### config.mk
export PLATFORM = sky130hd
export DESIGN_NAME = alu_int_exec
export DESIGN_NICKNAME = d
export VERILOG_FILES = /design/src/rtl/alu_int_pkg.sv /design/src/rtl/alu_opnd_sel.sv /design/src/rtl/alu_addsub.sv /design/src/rtl/alu_shifter.sv /design/src/rtl/alu_int_exec.sv
export SDC_FILE = /design/constraint.sdc
export NUM_CORES = 1
export LEC_CHECK = 0
export ABC_CLOCK_PERIOD_IN_PS = 17200
export CAP_MARGIN = 0
export CORE_MARGIN = 2
export CORE_UTILIZATION = 50
export DETAILED_ROUTE_END_ITERATION = 10
export PLACE_DENSITY_LB_ADDON = 0.3
export SYNTH_ARGS = -nofsm -noshare
export SYNTH_HDL_FRONTEND = slang
export SYNTH_HIERARCHICAL = 1
export SYNTH_SLANG_ARGS = --single-unit
### constraint.sdc
create_clock -name vclk -period 17.2
set_input_delay 3.44 -clock vclk [all_inputs]
set_output_delay 3.44 -clock vclk [all_outputs]
set_load 0.05 [all_outputs]
### src/rtl/alu_int_pkg.sv
// Package: operation codes shared by the execution unit and its parts.
// Assumes a 5-bit operation select; codes 24..31 are unused.
package alu_int_pkg;
    typedef enum logic [4:0] {
        OP_ADD   = 5'd0,  OP_ADDU  = 5'd1,  OP_SUB   = 5'd2,  OP_SUBU  = 5'd3,
        OP_ADDI  = 5'd4,  OP_ADDIU = 5'd5,  OP_AND   = 5'd6,  OP_OR    = 5'd7,
        OP_XOR   = 5'd8,  OP_NOR   = 5'd9,  OP_ANDI  = 5'd10, OP_ORI   = 5'd11,
        OP_XORI  = 5'd12, OP_SLT   = 5'd13, OP_SLTU  = 5'd14, OP_SLTI  = 5'd15,
        OP_SLTIU = 5'd16, OP_SLL   = 5'd17, OP_SRL   = 5'd18, OP_SRA   = 5'd19,
        OP_SLLV  = 5'd20, OP_SRLV  = 5'd21, OP_SRAV  = 5'd22, OP_LUI   = 5'd23
    } alu_op_e;
endpackage

### src/rtl/alu_opnd_sel.sv
// Second-operand selector: chooses src_b, the sign-extended immediate or
// the zero-extended immediate according to the operation.
// Assumes DATA_W > IMM_W.
module alu_opnd_sel
    import alu_int_pkg::*;
#(
    parameter int DATA_W = 32,
    parameter int IMM_W  = 16
) (
    input  alu_op_e             op,
    input  logic [DATA_W-1:0]   src_b,
    input  logic [IMM_W-1:0]    imm,
    output logic [DATA_W-1:0]   opnd_b
);
    localparam int EXT_W = DATA_W - IMM_W;

    logic [DATA_W-1:0] imm_sx;
    logic [DATA_W-1:0] imm_zx;

    // Build both extensions of the immediate.
    always_comb begin
        imm_sx = {{EXT_W{imm[IMM_W-1]}}, imm};
        imm_zx = {{EXT_W{1'b0}}, imm};
    end

    // Pick the operand each operation expects.
    always_comb begin
        unique case (op)
            OP_ADDI, OP_ADDIU, OP_SLTI, OP_SLTIU: opnd_b = imm_sx;
            OP_ANDI, OP_ORI, OP_XORI:             opnd_b = imm_zx;
            default:                              opnd_b = src_b;
        endcase
    end

    // logic-immediate operands never carry bits above the field.
    always_comb begin
        if (op == OP_ANDI || op == OP_ORI || op == OP_XORI)
            assert_zext_hi_R4: assert (opnd_b[DATA_W-1:IMM_W] == '0);
    end
endmodule

### src/rtl/alu_addsub.sv
// Shared adder/subtractor with a raw signed-overflow indication.
// Assumes the caller decides whether the overflow is reported.
module alu_addsub #(
    parameter int DATA_W = 32
) (
    input  logic [DATA_W-1:0] opa,
    input  logic [DATA_W-1:0] opb,
    input  logic              do_sub,
    output logic [DATA_W-1:0] sum,
    output logic              ovf_raw
);
    localparam int MSB = DATA_W - 1;

    logic [DATA_W-1:0] opb_eff;

    // Add, or add the inverted operand plus one for subtraction.
    always_comb begin
        opb_eff = do_sub ? ~opb : opb;
        sum     = opa + opb_eff + {{(DATA_W-1){1'b0}}, do_sub};
        ovf_raw = (opa[MSB] == opb_eff[MSB]) && (sum[MSB] != opa[MSB]);
    end

    // an addition of operands with opposite signs cannot overflow.
    always_comb begin
        if (!do_sub && (opa[MSB] != opb[MSB]))
            assert_add_mixed_sign_R1: assert (!ovf_raw);
    end
endmodule

### src/rtl/alu_shifter.sv
// Barrel shifter: logical left, logical right and arithmetic right.
// Assumes the amount has already been chosen (constant or register).
module alu_shifter #(
    parameter int DATA_W = 32,
    parameter int SH_W   = $clog2(DATA_W)
) (
    input  logic [DATA_W-1:0] val,
    input  logic [SH_W-1:0]   amt,
    input  logic [1:0]        kind,   // 0 left, 1 logical right, 2 arithmetic right
    output logic [DATA_W-1:0] shifted
);
    // Apply the selected shift.
    always_comb begin
        unique case (kind)
            2'd0:    shifted = val << amt;
            2'd1:    shifted = val >> amt;
            default: shifted = $unsigned($signed(val) >>> amt);
        endcase
    end

    // a zero amount passes the value through unchanged.
    always_comb begin
        if (amt == '0)
            assert_zero_shift_R7: assert (shifted == val);
    end
endmodule

### src/rtl/alu_int_exec.sv
// Integer execution unit: arithmetic, logic, compare, shift and
// upper-immediate load in one combinational pass, with a trap for signed
// overflow on the signed add/subtract forms. Assumes no state and no reset.
module alu_int_exec
    import alu_int_pkg::*;
#(
    parameter int DATA_W = 32,
    parameter int IMM_W  = 16,
    parameter int SH_W   = $clog2(DATA_W)
) (
    input  logic [4:0]         op_sel,
    input  logic [DATA_W-1:0]  src_a,
    input  logic [DATA_W-1:0]  src_b,
    input  logic [IMM_W-1:0]   imm,
    input  logic [SH_W-1:0]    shamt,
    output logic [DATA_W-1:0]  result,
    output logic               ovf_trap
);
    localparam int LO_W = DATA_W - IMM_W;

    alu_op_e           op;
    logic [DATA_W-1:0] opnd_b;
    logic [DATA_W-1:0] sum;
    logic              ovf_raw;
    logic              do_sub;
    logic [SH_W-1:0]   sh_amt;
    logic [1:0]        sh_kind;
    logic [DATA_W-1:0] shifted;
    logic              lt_s;
    logic              lt_u;

    // Decode the select into the enumerated operation.
    always_comb op = alu_op_e'(op_sel);

    alu_opnd_sel #(.DATA_W(DATA_W), .IMM_W(IMM_W)) u_opnd (
        .op(op), .src_b(src_b), .imm(imm), .opnd_b(opnd_b)
    );

    // Subtract for the two subtract codes only.
    always_comb do_sub = (op == OP_SUB) || (op == OP_SUBU);

    alu_addsub #(.DATA_W(DATA_W)) u_addsub (
        .opa(src_a), .opb(opnd_b), .do_sub(do_sub), .sum(sum), .ovf_raw(ovf_raw)
    );

    // Choose shift amount source and shift kind.
    always_comb begin
        unique case (op)
            OP_SLLV, OP_SRLV, OP_SRAV: sh_amt = src_a[SH_W-1:0];
            default:                   sh_amt = shamt;
        endcase
        unique case (op)
            OP_SRL, OP_SRLV: sh_kind = 2'd1;
            OP_SRA, OP_SRAV: sh_kind = 2'd2;
            default:         sh_kind = 2'd0;
        endcase
    end

    alu_shifter #(.DATA_W(DATA_W), .SH_W(SH_W)) u_shift (
        .val(src_b), .amt(sh_amt), .kind(sh_kind), .shifted(shifted)
    );

    // Signed and unsigned less-than against the selected operand.
    always_comb begin
        lt_s = $signed(src_a) < $signed(opnd_b);
        lt_u = src_a < opnd_b;
    end

    // Result multiplexer over all operations.
    always_comb begin
        unique case (op)
            OP_ADD, OP_ADDU, OP_SUB, OP_SUBU,
            OP_ADDI, OP_ADDIU:            result = sum;
            OP_AND, OP_ANDI:              result = src_a & opnd_b;
            OP_OR, OP_ORI:                result = src_a | opnd_b;
            OP_XOR, OP_XORI:              result = src_a ^ opnd_b;
            OP_NOR:                       result = ~(src_a | opnd_b);
            OP_SLT, OP_SLTI:              result = {{(DATA_W-1){1'b0}}, lt_s};
            OP_SLTU, OP_SLTIU:            result = {{(DATA_W-1){1'b0}}, lt_u};
            OP_SLL, OP_SRL, OP_SRA,
            OP_SLLV, OP_SRLV, OP_SRAV:    result = shifted;
            OP_LUI:                       result = {imm, {LO_W{1'b0}}};
            default:                      result = '0;
        endcase
    end

    // Report overflow only for the signed arithmetic forms.
    always_comb ovf_trap = ovf_raw && (op == OP_ADD || op == OP_SUB || op == OP_ADDI);

    // unsigned forms never trap.
    always_comb begin
        if (op == OP_ADDU || op == OP_SUBU || op == OP_ADDIU)
            assert_no_overflow_R2: assert (!ovf_trap);
    end

    // compare operations give a single-bit truth value.
    always_comb begin
        if (op == OP_SLT || op == OP_SLTU || op == OP_SLTI || op == OP_SLTIU)
            assert_compare_bit_R6: assert (result[DATA_W-1:1] == '0);
    end

    // upper-immediate load clears the low half.
    always_comb begin
        if (op == OP_LUI)
            assert_lui_low_R9: assert (result[LO_W-1:0] == '0);
    end

    // unused codes are inert.
    always_comb begin
        if (op_sel > 5'd23)
            assert_unused_code_R11: assert (result == '0 && !ovf_trap);
    end
endmodule

; ---- Word level (Yosys, flattened, before mapping)
; Index checks and enable logic that the tools add are counted.
[word_totals]
ff_bits = 0
elab_cells = 63
output_inout_bits = 33
in_bits = 90
[classes]
n_bitwise = 5
addsub = 2
shifts = 3
n_eq_ne = 26
n_lt_le_gt_ge = 2
mux = 6
reduce_logical = 19
[ops]
columns = op, count
row1 = case mux 32 bit (9 select lines), 1
row2 = case mux 32 bit (2 select lines), 2
row3 = < comparator 32 bit, 2
row4 = inverter 32 bit, 2
row5 = == test 5 x 4 -> 1 bit (second input constant), 8
row6 = == test 5 bit (second input constant), 8
row7 = adder 32 x 1 -> 32 bit, 1
row8 = adder 32 bit, 1
row9 = bitwise AND 32 bit, 1
row10 = 2-to-1 mux 32 bit, 1
row11 = bitwise OR 32 bit, 1
row12 = << shifter 32 x 5 -> 32 bit, 1
row13 = right shift 32 x 5 -> 32 bit, 1
row14 = >>> shifter 32 x 5 -> 32 bit, 1
row15 = bitwise XOR 32 bit, 1
row16 = == test 5 x 3 -> 1 bit (second input constant), 4
row17 = OR reduction 2 bit, 7
row18 = OR reduction 6 bit, 2
row19 = == test 5 x 2 -> 1 bit (second input constant), 2
row20 = OR reduction 3 bit, 2
row21 = == test 5 x 1 -> 1 bit (second input constant), 1
row22 = logical NOT 5 bit, 1
row23 = 2-to-1 mux 5 bit, 1
row24 = case mux 2 bit (2 select lines), 1
row25 = 7 further kinds, 10

; ---- Longest topological paths before layout
[logic_depth]
depth_word = 10
mapped_depth = 17
ltp_nobuf = 16

; ---- Hierarchy
; Netlist, hierarchy kept.
[by_module_without_submodules]
columns = mod, area_each_um2, instances, seq_area_each_um2, cells_each
row1 = alu_shifter, 4086.4, 1, 0.0, 508
row2 = alu_int_exec, 2986.6, 1, 0.0, 402
row3 = alu_addsub, 2090.8, 1, 0.0, 299
row4 = alu_opnd_sel, 410.4, 1, 0.0, 47

; ---- Worst setup path after synthesis
; OpenSTA, ideal clock, no wires.
[synth_timing]
kind = in2out
from = in op_sel[0]
to = out result[0]
path_stages = 14
setup_slack_ps = 6385
arrival_time_ps = 7375
required_time_ps = 13760
path_buffers = 1
path_cell_list = nand2b_1 -> a32oi_1 -> a2bb2oi_2 -> buf_6 -> mux2_2 -> inv_1 -> ha_1 -> or4_4 -> or4b_4 -> o32ai_1 -> nor4_1 -> o31ai_4 -> xor2_1 -> o221ai_1
[synth_via]
word_cells_on_any_way = 57
cone_classes = add/sub: 2 / order compare: 2 / eq/ne: 24 / shift: 3 / mux: 6 / bitwise: 5 / reduce/logical: 15
[synth_lines]
columns = element, line_no
row1 = start: declaration, alu_int_exec.sv:11  ; input logic [4:0] op_sel,
row2 = "== test 5 x 3 -> 1 bit, or another cell as far along", alu_opnd_sel.sv:28  ; unique case (op)
row3 = OR reduction 4 bit / OR reduction 3 bit (equally long branches), alu_opnd_sel.sv:28
row4 = case mux 32 bit (2 select lines) (*), alu_opnd_sel.sv:28
row5 = via opnd_b[15], alu_int_exec.sv:22  ; logic [DATA_W-1:0] opnd_b;
row6 = < comparator 32 bit (on tied branches), "alu_int_exec.sv:66, alu_int_exec.sv:65"
row7 = case mux 32 bit (9 select lines) (*), alu_int_exec.sv:71  ; unique case (op)
row8 = end: declaration, alu_int_exec.sv:16  ; output logic [DATA_W-1:0] result,
; The timed path passes the listed nets; every way through them passes the cells marked *.

; ---- Worst setup path in the final report
[layout_timing]
from = in op_sel[2]
to = out result[28]
[layout_via]
word_cells_on_any_way = 55
cone_classes = add/sub: 2 / eq/ne: 24 / shift: 3 / mux: 6 / bitwise: 5 / reduce/logical: 15
[layout_lines]
columns = element, line_no
row1 = == test 5 bit, alu_int_exec.sv:48  ; unique case (op)
row2 = OR reduction 3 bit (*), alu_int_exec.sv:48
row3 = 2-to-1 mux 5 bit (*), alu_int_exec.sv:48
row4 = via sh_amt[3], alu_int_exec.sv:26  ; logic [SH_W-1:0] sh_amt;
row5 = ">>> shifter 32 x 5 -> 32 bit, or another cell as far along", alu_shifter.sv:17  ; default: shifted = $unsigned($signed(val) >>> amt);
row6 = case mux 32 bit (2 select lines) (*), alu_shifter.sv:14  ; unique case (kind)
row7 = via shifted[28], alu_int_exec.sv:28  ; logic [DATA_W-1:0] shifted;
row8 = case mux 32 bit (9 select lines) (*), alu_int_exec.sv:71
; Marks and branches as above.

==> flow_summary_export.csv <==
group,metric,value,unit
cells_and_area,nets,1518,
drt,wire_per_inst,24.74,microns
drt,ant_nets,0,
sta,grt_setup_unrepaired,"false",
power,p_seq_frac,0,
critical_path,cp-end-kind,"output port",
yosys,yosys.area.top_type_share,0.1647,
run_status,outcome,"complete, no violations",
floorplanning,die_x,142.4,microns
power,power_leakage,4.531,nW
sta,hold_violations,0,
global_routing,grt_pass1_wl,57540,microns
global_routing,overflow,0,
sta,setup_viol,0,
global_routing,grt_pass1_vias,10030,
flow_run,maxCapViolCount,0,
critical_path,max_stage_delay,0.85,ns
min_path,hold_depth,4,
critical_path,required,13.76,ns
cells_and_area,fin_area,10800,sq um
critical_path,path_buf_inv,5,
global_routing,antenna_found_initial,0,
sta,slew_violations,0,
critical_path,crit_end,"result[28]",
placement,portBuffers,123,
sta,setup_tns,0,ns
yosys,syn-mean-instance-area,7.623,sq um
power,netSwitchingPower,0.3084,mW
drt,vias_per_cell,7.119,
critical_path,crit_start,"op_sel[2]",
floorplanning,io_pins,123,
drt,drc,0,
cells_and_area,seq_area,0,sq um
yosys,yosysSeqAreaShare,0,
yosys,synthTopCellsByArea,"ha_1 (16%), mux4_2 (12%), nand2_1 (5.5%)",
global_routing,grt_use_total,0.3602,
power,sw_frac_of_total,0.6152,
critical_path,path_depth,13,
floorplanning,initial_core_util,0.5101,
cells_and_area,clkbuf_count,0,
placement,dpl_cell_area,10800,sq um
clocking,cts_setup_buffers,0,
yosys,syn_inst,1256,
critical_path,arrival,9.28,ns
critical_path,worst_path_dominant_cell_family,"buffers and inverters",
drt,vias,10910,
yosys,synth_top_cell_by_area,"ha_1",
drt,drt_iter0_drc,1735,
global_routing,grt_max_degree,60,
floorplanning,core_area,18770,sq um
floorplanning,dieArea,20270,sq um
power,power,0.5013,mW
clocking,cts_resized,0,
sta,period_needed,12.72,ns
floorplanning,die_y,142.4,microns
placement,hpwl,28950,microns
power,power_density,46.42,nW/um^2
yosys,synth_nets,1473,
cells_and_area,num_antenna_cells,0,
clocking,holdBufCountCts,0,
placement,pre_cts_ws,4.545,ns
power,p_int,0.1929,mW
sta,finalWorstSetupSlack,4.478,ns
yosys,synth_common_cells,"nand2_1 (141), ha_1 (126), inv_1 (88), nor2_1 (80), a21oi_1 (65)",
power,ir_worst_vdd,0.03485,mV
yosys,ys_types,88,
critical_path,cp_slowest_cell,"clkdlybuf4s50_1",
critical_path,path_max_fanout,59,
drt,drt_wl_total,37930,microns
critical_path,cp-start-kind,"primary input",
yosys,synthesis.area,9574,sq um
power,clkPwrFrac,0,
cells_and_area,seq_cell_count,0,
cells_and_area,area_growth,12.81,%
sta,slew_headroom,0.2492,
drt,dr.pass1.iters,8,
cells_and_area,layout-drive-gt1-share,0.1093,
sta,tightestPinTransition,1.122,ns
cells_and_area,nFillCells,1846,
sta,max_freq,78.61,MHz
placement,gp_congestion,1.083,
min_path,hold_path.class,"in -> out",
critical_path,worstSetupPathType,"in -> out",
yosys,yosys.cell_count.top_type,"nand2_1",
sta,period_share,0.7396,
yosys,yosysWarnings,6,
floorplanning,rows,50,
power,p_comb_frac,1.000,
critical_path,crit_path_cell_trace,"clkdlybuf4s50_1 -> inv_1 -> a211oi_1 -> mux2_2 -> buf_4 -> inv_1 -> nand2_1 -> a2111oi_0 -> nor2_1 -> o211ai_1 -> a22oi_1 -> o2111ai_1 -> clkdlybuf4s50_1",
[layer usage]
metal	wire length, microns	track usage	up-vias	share of wire
met2	16490	0.5685	829	0.43
met3	4794	0.06460	113	0.13
met1	15170	0.5018	5123	0.40
met5	0	0	-	0
li1	-	-	4849	-
met4	1479	0.1068	0	0.039
[kinds of logic (layout without fill, tap and decap cells)]
| group | after synthesis | after routing | synth area share |
|---|---|---|---|
| mux | 149 | 149 | 0.2309 |
| fa+ha+maj | 127 | 127 | 0.1668 |
| buf+inv | 189 | 232 | 0.08625 |
| compound gates | 377 | 377 | 0.2874 |
| simple gates | 352 | 352 | 0.1720 |
| xor+xnor | 62 | 62 | 0.05672 |
[per-stage QoR]
stage            util  std cells  hold slack, ns
2_1_floorplan       -       1256           7.305
3_3_place_gp   0.5755       1533           8.431
3_5_place_dp   0.5755       1533           8.425
4_1_cts        0.5755       1533           8.430
5_1_grt        0.5755       1533           8.467
6_report       0.5755       1533           8.433
[power by group through the flow]
stage	Combinational [mW]	Sequential [mW]	Clock (mW)
4_1_cts	0.487	0	0
3_3_place_gp	0.480	0	0
5_1_grt	0.530	0	0
2_1_floorplan	0.339	0	0
3_5_place_dp	0.483	0	0
6_report	0.501	0	0
[how the worst min path moves through the flow]
stage	startpoint	endpoint
final	imm[14]	result[30]
after CTS	imm[13]	result[29]
after floorplan	src_a[31]	ovf_trap
after global placement	imm[13]	result[29]
after global routing	imm[11]	result[27]
after detailed placement	imm[13]	result[29]
[layout by cell type, fill, tap and decap left out, drive strengths merged, types with 32 or more instances in the layout]
cell,count
mux4,50
clkdlybuf4s50,123
xor2,44
a21oi,66
nor2,80
o2111ai,33
mux2i,43
inv,90
ha,126
a222oi,32
mux2,56
nand2,141
o21ai,62
[final cells by class]
| cell class | count | area (sq um) | share of cell area |
|---|---|---|---|
| inverter | 90 | 337.8 | 0.03128 |
| multi-input combinational | 1067 | 8796 | 0.8144 |
| tap | 234 | 292.8 | 0.02711 |
| timing repair buffer | 142 | 1374 | 0.1272 |
Note: power is estimated with default switching activity, not from simulation.
